<file path="config.mk">
export PLATFORM = sky130hd
export DESIGN_NAME = rtc_bcd_sec_min
export DESIGN_NICKNAME = d
export VERILOG_FILES = /design/src/rtl/rtc_pkg.sv /design/src/rtl/rtc_subsec_div.sv /design/src/rtl/rtc_bcd_digit.sv /design/src/rtl/rtc_hold_ctrl.sv /design/src/rtl/rtc_bcd_sec_min.sv
export SDC_FILE = /design/constraint.sdc
export NUM_CORES = 1
export LEC_CHECK = 0
export BUFFER_PORTS_ARGS = -buffer_cell sky130_fd_sc_hd__buf_2
export CAP_MARGIN = 20
export CORE_MARGIN = 2
export CORE_UTILIZATION = 50
export DETAILED_ROUTE_END_ITERATION = 16
export PLACE_DENSITY_LB_ADDON = 0.15
export RECOVER_POWER = 50
export SLEW_MARGIN = 20
export SYNTH_ARGS = -nofsm -noshare
export SYNTH_HDL_FRONTEND = slang
export SYNTH_SLANG_ARGS = --single-unit
</file>
<file path="constraint.sdc">
create_clock -name clk -period 5.7 [get_ports clk]
set_input_delay 0.855 -clock clk [delete_from_list [all_inputs] [get_ports clk]]
set_output_delay 0.855 -clock clk [all_outputs]
set_load 0.01 [all_outputs]
</file>
<file path="src/rtl/rtc_pkg.sv">
package rtc_pkg;

   localparam int ADDR_W = 2;

   typedef enum logic [ADDR_W-1:0] {
      RA_CTRL = 2'd0,
      RA_SEC  = 2'd1,
      RA_MIN  = 2'd2,
      RA_NONE = 2'd3
   } rtc_addr_e;

   localparam int CTRL_FREEZE_BIT = 0;
   localparam int CTRL_BUSY_BIT   = 1;

endpackage

</file>
<file path="src/rtl/rtc_subsec_div.sv">
module rtc_subsec_div #(
   parameter int DIV_W    = 15,
   parameter int BUSY_CYC = 131
) (
   input  logic clk,
   input  logic rst_n,
   input  logic sw_rst_i,
   output logic tick_o,
   output logic busy_raw_o
);

   localparam logic [DIV_W-1:0] DIV_LAST = '1;

   if (DIV_W < 2) begin : g_chk_w
      $error("rtc_subsec_div: DIV_W must be at least 2");
   end
   if (BUSY_CYC < 0 || BUSY_CYC >= (1 << DIV_W)) begin : g_chk_busy
      $error("rtc_subsec_div: BUSY_CYC must fit inside one tick period");
   end

   logic [DIV_W-1:0] div_q;

   always_ff @(posedge clk or negedge rst_n) begin
      if (!rst_n)        div_q <= '0;
      else if (sw_rst_i) div_q <= '0;
      else               div_q <= div_q + 1'b1;
   end

   assign tick_o = (div_q == DIV_LAST);

   if (BUSY_CYC == 0) begin : g_no_busy
      assign busy_raw_o = 1'b0;
   end else begin : g_busy
      localparam int BC_W = $clog2(BUSY_CYC + 1);
      logic [BC_W-1:0] bcnt_q;

      always_ff @(posedge clk or negedge rst_n) begin
         if (!rst_n)               bcnt_q <= '0;
         else if (sw_rst_i)        bcnt_q <= '0;
         else if (tick_o)          bcnt_q <= BC_W'(BUSY_CYC);
         else if (bcnt_q != '0)    bcnt_q <= bcnt_q - 1'b1;
      end

      assign busy_raw_o = (bcnt_q != '0);


      busy_after_tick_chk: assert property (@(posedge clk) disable iff (!rst_n)
         tick_o && !sw_rst_i |=> busy_raw_o);


      busy_rise_src_chk: assert property (@(posedge clk) disable iff (!rst_n)
         $rose(busy_raw_o) |-> $past(tick_o));
   end

endmodule

</file>
<file path="src/rtl/rtc_bcd_digit.sv">
module rtc_bcd_digit #(
   parameter int W   = 4,
   parameter int MAX = 9
) (
   input  logic         clk,
   input  logic         rst_n,
   input  logic         inc_i,
   input  logic         ld_i,
   input  logic [W-1:0] ld_val_i,
   output logic [W-1:0] q_o,
   output logic         carry_o
);

   localparam logic [W-1:0] TOP = W'(MAX);

   if (W < 1 || MAX < 1 || MAX >= (1 << W)) begin : g_chk
      $error("rtc_bcd_digit: MAX must be representable in W bits");
   end

   logic [W-1:0] q_q;
   logic         at_top;

   assign at_top = (q_q >= TOP);

   always_ff @(posedge clk or negedge rst_n) begin
      if (!rst_n)     q_q <= '0;
      else if (ld_i)  q_q <= ld_val_i;
      else if (inc_i) q_q <= at_top ? '0 : q_q + 1'b1;
   end

   assign q_o     = q_q;
   assign carry_o = inc_i & at_top;


   digit_step_chk: assert property (@(posedge clk) disable iff (!rst_n)
      inc_i && !ld_i && (q_q < TOP) |=> q_q == $past(q_q) + 1'b1);


   digit_wrap_chk: assert property (@(posedge clk) disable iff (!rst_n)
      inc_i && !ld_i && (q_q >= TOP) |=> q_q == '0);


   digit_load_chk: assert property (@(posedge clk) disable iff (!rst_n)
      ld_i |=> q_q == $past(ld_val_i));

endmodule

</file>
<file path="src/rtl/rtc_hold_ctrl.sv">
module rtc_hold_ctrl #(
   parameter bit COMPENSATE = 1'b1
) (
   input  logic clk,
   input  logic rst_n,
   input  logic sw_rst_i,
   input  logic tick_i,
   input  logic busy_raw_i,
   input  logic ctrl_wr_i,
   input  logic ctrl_freeze_i,
   output logic hold_o,
   output logic busy_o,
   output logic missed_o,
   output logic release_o,
   output logic advance_o
);

   logic hold_q;
   logic hold_d;

   always_comb begin
      hold_d = hold_q;
      if (sw_rst_i)
         hold_d = 1'b0;
      else if (ctrl_wr_i)
         hold_d = hold_q ? ctrl_freeze_i : (ctrl_freeze_i & ~busy_raw_i);
   end

   always_ff @(posedge clk or negedge rst_n) begin
      if (!rst_n) hold_q <= 1'b0;
      else        hold_q <= hold_d;
   end

   assign release_o = hold_q & ctrl_wr_i & ~ctrl_freeze_i & ~sw_rst_i;
   assign hold_o    = hold_q;
   assign busy_o    = busy_raw_i & ~hold_q;

   if (COMPENSATE) begin : g_comp
      logic missed_q;

      always_ff @(posedge clk or negedge rst_n) begin
         if (!rst_n)                missed_q <= 1'b0;
         else if (sw_rst_i)         missed_q <= 1'b0;
         else if (release_o)        missed_q <= 1'b0;
         else if (hold_q && tick_i) missed_q <= 1'b1;
      end

      assign missed_o  = missed_q;
      assign advance_o = ~sw_rst_i &
                         ((~hold_q & tick_i) | (release_o & (missed_q | tick_i)));


      missed_capture_chk: assert property (@(posedge clk) disable iff (!rst_n)
         hold_q && tick_i && !sw_rst_i && !release_o |=> missed_q && hold_q);
   end else begin : g_nocomp
      assign missed_o  = 1'b0;
      assign advance_o = ~sw_rst_i & ~hold_q & tick_i;
   end


   refuse_when_busy_chk: assert property (@(posedge clk) disable iff (!rst_n)
      ctrl_wr_i && ctrl_freeze_i && busy_raw_i && !hold_q |=> !hold_q);


   swrst_unfreeze_chk: assert property (@(posedge clk) disable iff (!rst_n)
      sw_rst_i |=> !hold_q);

endmodule

</file>
<file path="src/rtl/rtc_bcd_sec_min.sv">
module rtc_bcd_sec_min #(
   parameter int DIV_W      = 15,
   parameter int BUSY_CYC   = 131,
   parameter int DATA_W     = 8,
   parameter int UNITS_W    = 4,
   parameter int TENS_W     = 3,
   parameter int UNITS_MAX  = 9,
   parameter int TENS_MAX   = 5,
   parameter bit COMPENSATE = 1'b1
) (
   input  logic                       clk,
   input  logic                       rst_n,
   input  logic                       sw_rst,
   input  logic                       wr_en,
   input  logic [rtc_pkg::ADDR_W-1:0] wr_addr,
   input  logic [DATA_W-1:0]          wr_data,
   input  logic [rtc_pkg::ADDR_W-1:0] rd_addr,
   output logic [DATA_W-1:0]          rd_data
);

   import rtc_pkg::*;

   localparam int NPAIR   = 2;
   localparam int DIGIT_W = UNITS_W + TENS_W;
   localparam int PAD_W   = DATA_W - DIGIT_W;

   if (PAD_W != 1) begin : g_chk_layout
      $error("rtc_bcd_sec_min: DATA_W must equal UNITS_W + TENS_W + 1");
   end
   if (TENS_W >= UNITS_W) begin : g_chk_tens
      $error("rtc_bcd_sec_min: tens digit must be narrower than units digit");
   end

   logic tick;
   logic busy_raw;
   logic busy;
   logic hold;
   logic missed;
   logic rel;
   logic advance;
   logic ctrl_wr;
   logic ld_sec;
   logic ld_min;

   logic [UNITS_W-1:0] units_q [NPAIR];
   logic [TENS_W-1:0]  tens_q  [NPAIR];
   logic [2*NPAIR:0]   carry;

   logic [DATA_W-1:0] sec_word;
   logic [DATA_W-1:0] min_word;
   logic [DATA_W-1:0] ctrl_word;

   rtc_subsec_div #(
      .DIV_W    (DIV_W),
      .BUSY_CYC (BUSY_CYC)
   ) u_div (
      .clk        (clk),
      .rst_n      (rst_n),
      .sw_rst_i   (sw_rst),
      .tick_o     (tick),
      .busy_raw_o (busy_raw)
   );

   assign ctrl_wr = wr_en && (wr_addr == RA_CTRL);

   rtc_hold_ctrl #(
      .COMPENSATE (COMPENSATE)
   ) u_hold (
      .clk           (clk),
      .rst_n         (rst_n),
      .sw_rst_i      (sw_rst),
      .tick_i        (tick),
      .busy_raw_i    (busy_raw),
      .ctrl_wr_i     (ctrl_wr),
      .ctrl_freeze_i (wr_data[CTRL_FREEZE_BIT]),
      .hold_o        (hold),
      .busy_o        (busy),
      .missed_o      (missed),
      .release_o     (rel),
      .advance_o     (advance)
   );

   assign ld_sec = wr_en && (wr_addr == RA_SEC) && hold;
   assign ld_min = wr_en && (wr_addr == RA_MIN) && hold;

   assign carry[0] = advance;

   for (genvar p = 0; p < NPAIR; p++) begin : g_pair
      logic ld;
      assign ld = (p == 0) ? ld_sec : ld_min;

      rtc_bcd_digit #(
         .W   (UNITS_W),
         .MAX (UNITS_MAX)
      ) u_units (
         .clk      (clk),
         .rst_n    (rst_n),
         .inc_i    (carry[2*p]),
         .ld_i     (ld),
         .ld_val_i (wr_data[UNITS_W-1:0]),
         .q_o      (units_q[p]),
         .carry_o  (carry[2*p+1])
      );

      rtc_bcd_digit #(
         .W   (TENS_W),
         .MAX (TENS_MAX)
      ) u_tens (
         .clk      (clk),
         .rst_n    (rst_n),
         .inc_i    (carry[2*p+1]),
         .ld_i     (ld),
         .ld_val_i (wr_data[UNITS_W +: TENS_W]),
         .q_o      (tens_q[p]),
         .carry_o  (carry[2*p+2])
      );
   end

   assign sec_word  = {{PAD_W{1'b0}}, tens_q[0], units_q[0]};
   assign min_word  = {{PAD_W{1'b0}}, tens_q[1], units_q[1]};

   always_comb begin
      ctrl_word                  = '0;
      ctrl_word[CTRL_FREEZE_BIT] = hold;
      ctrl_word[CTRL_BUSY_BIT]   = busy;
   end

   always_comb begin
      case (rd_addr)
         RA_CTRL: rd_data = ctrl_word;
         RA_SEC:  rd_data = sec_word;
         RA_MIN:  rd_data = min_word;
         default: rd_data = '0;
      endcase
   end

   logic [1:0] unused_bits;
   assign unused_bits = {wr_data[DATA_W-1], carry[2*NPAIR]};


   pad_bit_zero_chk: assert property (@(posedge clk) disable iff (!rst_n)
      !rd_data[DATA_W-1]);


   frozen_stable_chk: assert property (@(posedge clk) disable iff (!rst_n)
      hold && !wr_en && !sw_rst |=> $stable({min_word, sec_word}));


   frozen_not_busy_chk: assert property (@(posedge clk) disable iff (!rst_n)
      hold |-> !rd_data[CTRL_BUSY_BIT] || (rd_addr != RA_CTRL));


   release_adds_chk: assert property (@(posedge clk) disable iff (!rst_n)
      rel && missed |=> {min_word, sec_word} != $past({min_word, sec_word}));


   release_quiet_chk: assert property (@(posedge clk) disable iff (!rst_n)
      rel && !missed && !tick |=> $stable({min_word, sec_word}));


   write_ignored_chk: assert property (@(posedge clk) disable iff (!rst_n)
      wr_en && (wr_addr != RA_CTRL) && !hold && !tick |=> $stable({min_word, sec_word}));


   swrst_keeps_time_chk: assert property (@(posedge clk) disable iff (!rst_n)
      sw_rst && !wr_en |=> $stable({min_word, sec_word}));

endmodule

</file>
==> impl_metrics.sql <==
INSERT INTO impl_metrics (metric_group, metric, value, unit) VALUES
('status', 'run_status', 'complete, but fails checks', ''),
('status', 'violations', 'max-capacitance violations, max-slew violations', ''),
('route', 'vias_after_detailed_routing', '2047', ''),
('clocking', 'cts_clk_pin_slew_worst_paths', '0.08', 'ns'),
('setup_path', 'start_kind', 'register', ''),
('power', 'combPwrFrac', '35.1', '%'),
('clocking', 'postCtsHoldBufs', '0', ''),
('setup_path', 'worst_ep_arrival_time', '2.61', 'ns'),
('power', 'ir_drop', '0.143', 'mV'),
('setup_path', 'path_cells', 'inv_1 -> ha_1 -> or3b_1 -> or3_1 -> or3_1 -> a22oi_1 -> o21ai_0 -> buf_2', ''),
('finish', 'antennaDiodeCount', '0', ''),
('die', 'dieHeight', '73.7', 'um'),
('setup_path', 'cp.required', '4.85', 'ns'),
('route', 'number_of_nets_still_failing_antenna_checks_after_routing', '0', ''),
('hold_path', 'holdCritPathClass', 'register to register', ''),
('clocking', 'tritoncts', 'done', ''),
('setup_path', 'critPathMostFrequentCell', 'sky130_fd_sc_hd__or3_1', ''),
('logic_synthesis', 'postSynthRegisterBits', '39', ''),
('timing', 'final_min_period_over_clock_period', '60.8', '%'),
('placement', 'dp_worst_setup_slack', '2.58', 'ns'),
('run', 'cap_violations', '1', ''),
('setup_path', 'cells_on_worst_reg2reg_path', '7', ''),
('power', 'pwr-share-seq', '44.5', '%'),
('setup_path', 'cp-end-kind', 'output port', ''),
('timing', 'worstMarginPinSlew', '2.12', 'ns'),
('route', 'drt_pass1_iterations', '4', ''),
('die', 'top_level_ports', '24', ''),
('placement', 'port_buffers', '21', ''),
('clocking', 'clockRootBuffer', 'sky130_fd_sc_hd__clkbuf_8', ''),
('finish', 'finalNetCount', '314', ''),
('timing', 'final_max_slew_viol_count', '40', ''),
('die', 'coreArea', '4690', 'um2'),
('timing', 'max-slew-margin-rel', '-41.4', '%'),
('die', 'die-width', '73.7', 'um'),
('timing', 'total_setup_violations_reported_at_the_end_of_the_flow', '0', ''),
('logic_synthesis', 'yosysWarnings', '0', ''),
('logic_synthesis', 'synth_edf_count', '0', ''),
('logic_synthesis', 'postSynth.topFlopCell', 'sky130_fd_sc_hd__dfrtp_1', ''),
('clocking', 'cts_sinks', '39', ''),
('route', 'wl_per_cell', '15.3', 'um'),
('placement', 'detailedPlacementHpwl', '3.67', 'mm'),
('grt', 'grt_max_degree', '40', ''),
('finish', 'fill_cells', '453', ''),
('logic_synthesis', 'yosysMostFrequentCell', 'sky130_fd_sc_hd__dfrtp_1', ''),
('logic_synthesis', 'postSynthCellCount', '265', ''),
('clocking', 'clockBufferDepth', '2', ''),
('timing', 'finalWorstSetupSlack', '2.23', 'ns'),
('die', 'floorplan.initialDensity', '51.7', '%'),
('power', 'power.switching', '353', 'uW'),
('route', 'avgViaCountPerCell', '6.00', ''),
('timing', 'finalHoldViolCount', '0', ''),
('finish', 'drive_above_1_share', '11.5', '%'),
('clocking', 'inserted_clock_buffers', '5', ''),
('logic_synthesis', 'synth_async_sr_flop_share', '100', '%'),
('timing', 'clock_skew', '0.00349', 'ns'),
('setup_path', 'timing_worst_setup_path_type', 'register to output port', ''),
('setup_path', 'crit_path_max_delay_family', 'simple AND/OR/NAND/NOR gates', ''),
('timing', 'fin_tns_setup', '0', 'ns'),
('timing', 'fmax', '0.289', 'GHz'),
('power', 'switching_share', '38.4', '%'),
('logic_synthesis', 'synth_cell_type_count', '49', ''),
('timing', 'period_needed', '3.47', 'ns'),
('logic_synthesis', 'syn_area', '2430', 'um2'),
('logic_synthesis', 'yosys_top_cell_by_area', 'sky130_fd_sc_hd__dfrtp_1', ''),
('route', 'drc', '0', ''),
('finish', 'synthToLayoutAreaGrowth', '9.18', '%'),
('die', 'die_area', '5430', 'um2'),
('clocking', 'worst_skew_pair.late_latency', '0.29', 'ns'),
('setup_path', 'crit_path_cell_count', '8', ''),
('grt', 'grt_overflow', '0', ''),
('route', 'detailedRoute.firstIterationViolations', '155', '');
[power by group through the flow]
stage	registers [uW]	logic [uW]	clock network [uW]
floorplan	389	251	0
global placement	411	315	0
detailed placement	413	320	0
CTS	407	321	191
global route	419	373	203
finish	409	322	187
[metal layers]
| metal | vias to the layer above | track usage, % | share of wire (%) |
|---|---|---|---|
| li1 | 1017 | - | - |
| met1 | 981 | 29.6 | 49 |
| met2 | 41 | 31.3 | 45 |
| met3 | 8 | 3.16 | 4.6 |
| met4 | 0 | 9.29 | 1.5 |
| met5 | - | 0 | 0 |
[path summary, 6_finish.rpt]
check	from	to	slack, ns
worst max-delay path	u_div.g_busy.bcnt_q[0]	rd_data[1]	2.23
worst min-delay path	u_div.div_q[0]	u_div.div_q[0]	0.49
worst max register to register	g_pair[0].u_units.q_o[0]	g_pair[1].u_units.q_o[2]	3.28
worst min register to register	u_div.div_q[0]	u_div.div_q[0]	0.49
max in group asynchronous	rst_n	u_div.div_q[13]	3.32
min in group asynchronous	rst_n	u_div.g_busy.bcnt_q[2]	1.17
[sequential cells by signal (all words and copies together) (netlist names)]
| signal | flops |
|---|---|
| u_hold.missed_o | 1 |
| u_div.div_q | 15 |
| g_pair.u_units.q_o | 8 |
| u_hold.hold_o | 1 |
| g_pair.u_tens.q_o | 6 |
| u_div.g_busy.bcnt_q | 8 |
[area by class of cell]
cell class / instances / area, um2 / area share, %
clock buffers: 6 / 72.6 / 2.74
multi-input cells: 207 / 1370 / 51.8
flip-flops and latches: 39 / 976 / 36.8
well taps: 54 / 67.6 / 2.55
inverters: 12 / 45.0 / 1.70
repair buffers: 21 / 103 / 3.87
clock inverters: 2 / 12.5 / 0.472
[cells in the final DEF (no fill, tap or decap), drive strengths merged, types with 2 or more instances in the layout]
cell | netlist | layout
xnor2 | 5 | 5
nand2 | 23 | 23
dfrtp | 39 | 39
inv | 12 | 12
o31a | 2 | 2
nand4 | 8 | 8
nor2 | 28 | 28
nor3 | 6 | 6
a22o | 5 | 5
o311ai | 4 | 4
buf | 3 | 19
nor3b | 4 | 4
nand3 | 7 | 7
a211oi | 2 | 2
xor2 | 8 | 8
or4 | 5 | 5
nor4b | 4 | 4
a21oi | 12 | 12
nand4b | 2 | 2
or3 | 11 | 11
o211ai | 5 | 5
nand2b | 5 | 5
o21ai | 11 | 11
a31oi | 6 | 6
clkbuf | 4 | 8
o31ai | 5 | 5
nor2b | 6 | 6
ha | 12 | 12
nor4 | 6 | 6
[through the flow]
step / cells / area, um2 / hold slack (ns) / power, uW
after global routing: 341 / 2650 / 0.506 / 995
after global placement: 333 / 2570 / 0.468 / 726
after CTS: 341 / 2650 / 0.494 / 919
final: 341 / 2650 / 0.490 / 918
after detailed placement: 333 / 2570 / 0.483 / 733
after floorplan: 265 / 2430 / 0.445 / 640
[cell families after synthesis]
family,share of synthesized area (%)
fa+ha+maj,6.19
flops,40.2
mux,0.876
other cells,0.154
simple gates,27.8
compound gates,16.9
buf+inv,3.20
xor+xnor,4.69
Note: power is estimated with default switching activity, not from simulation.
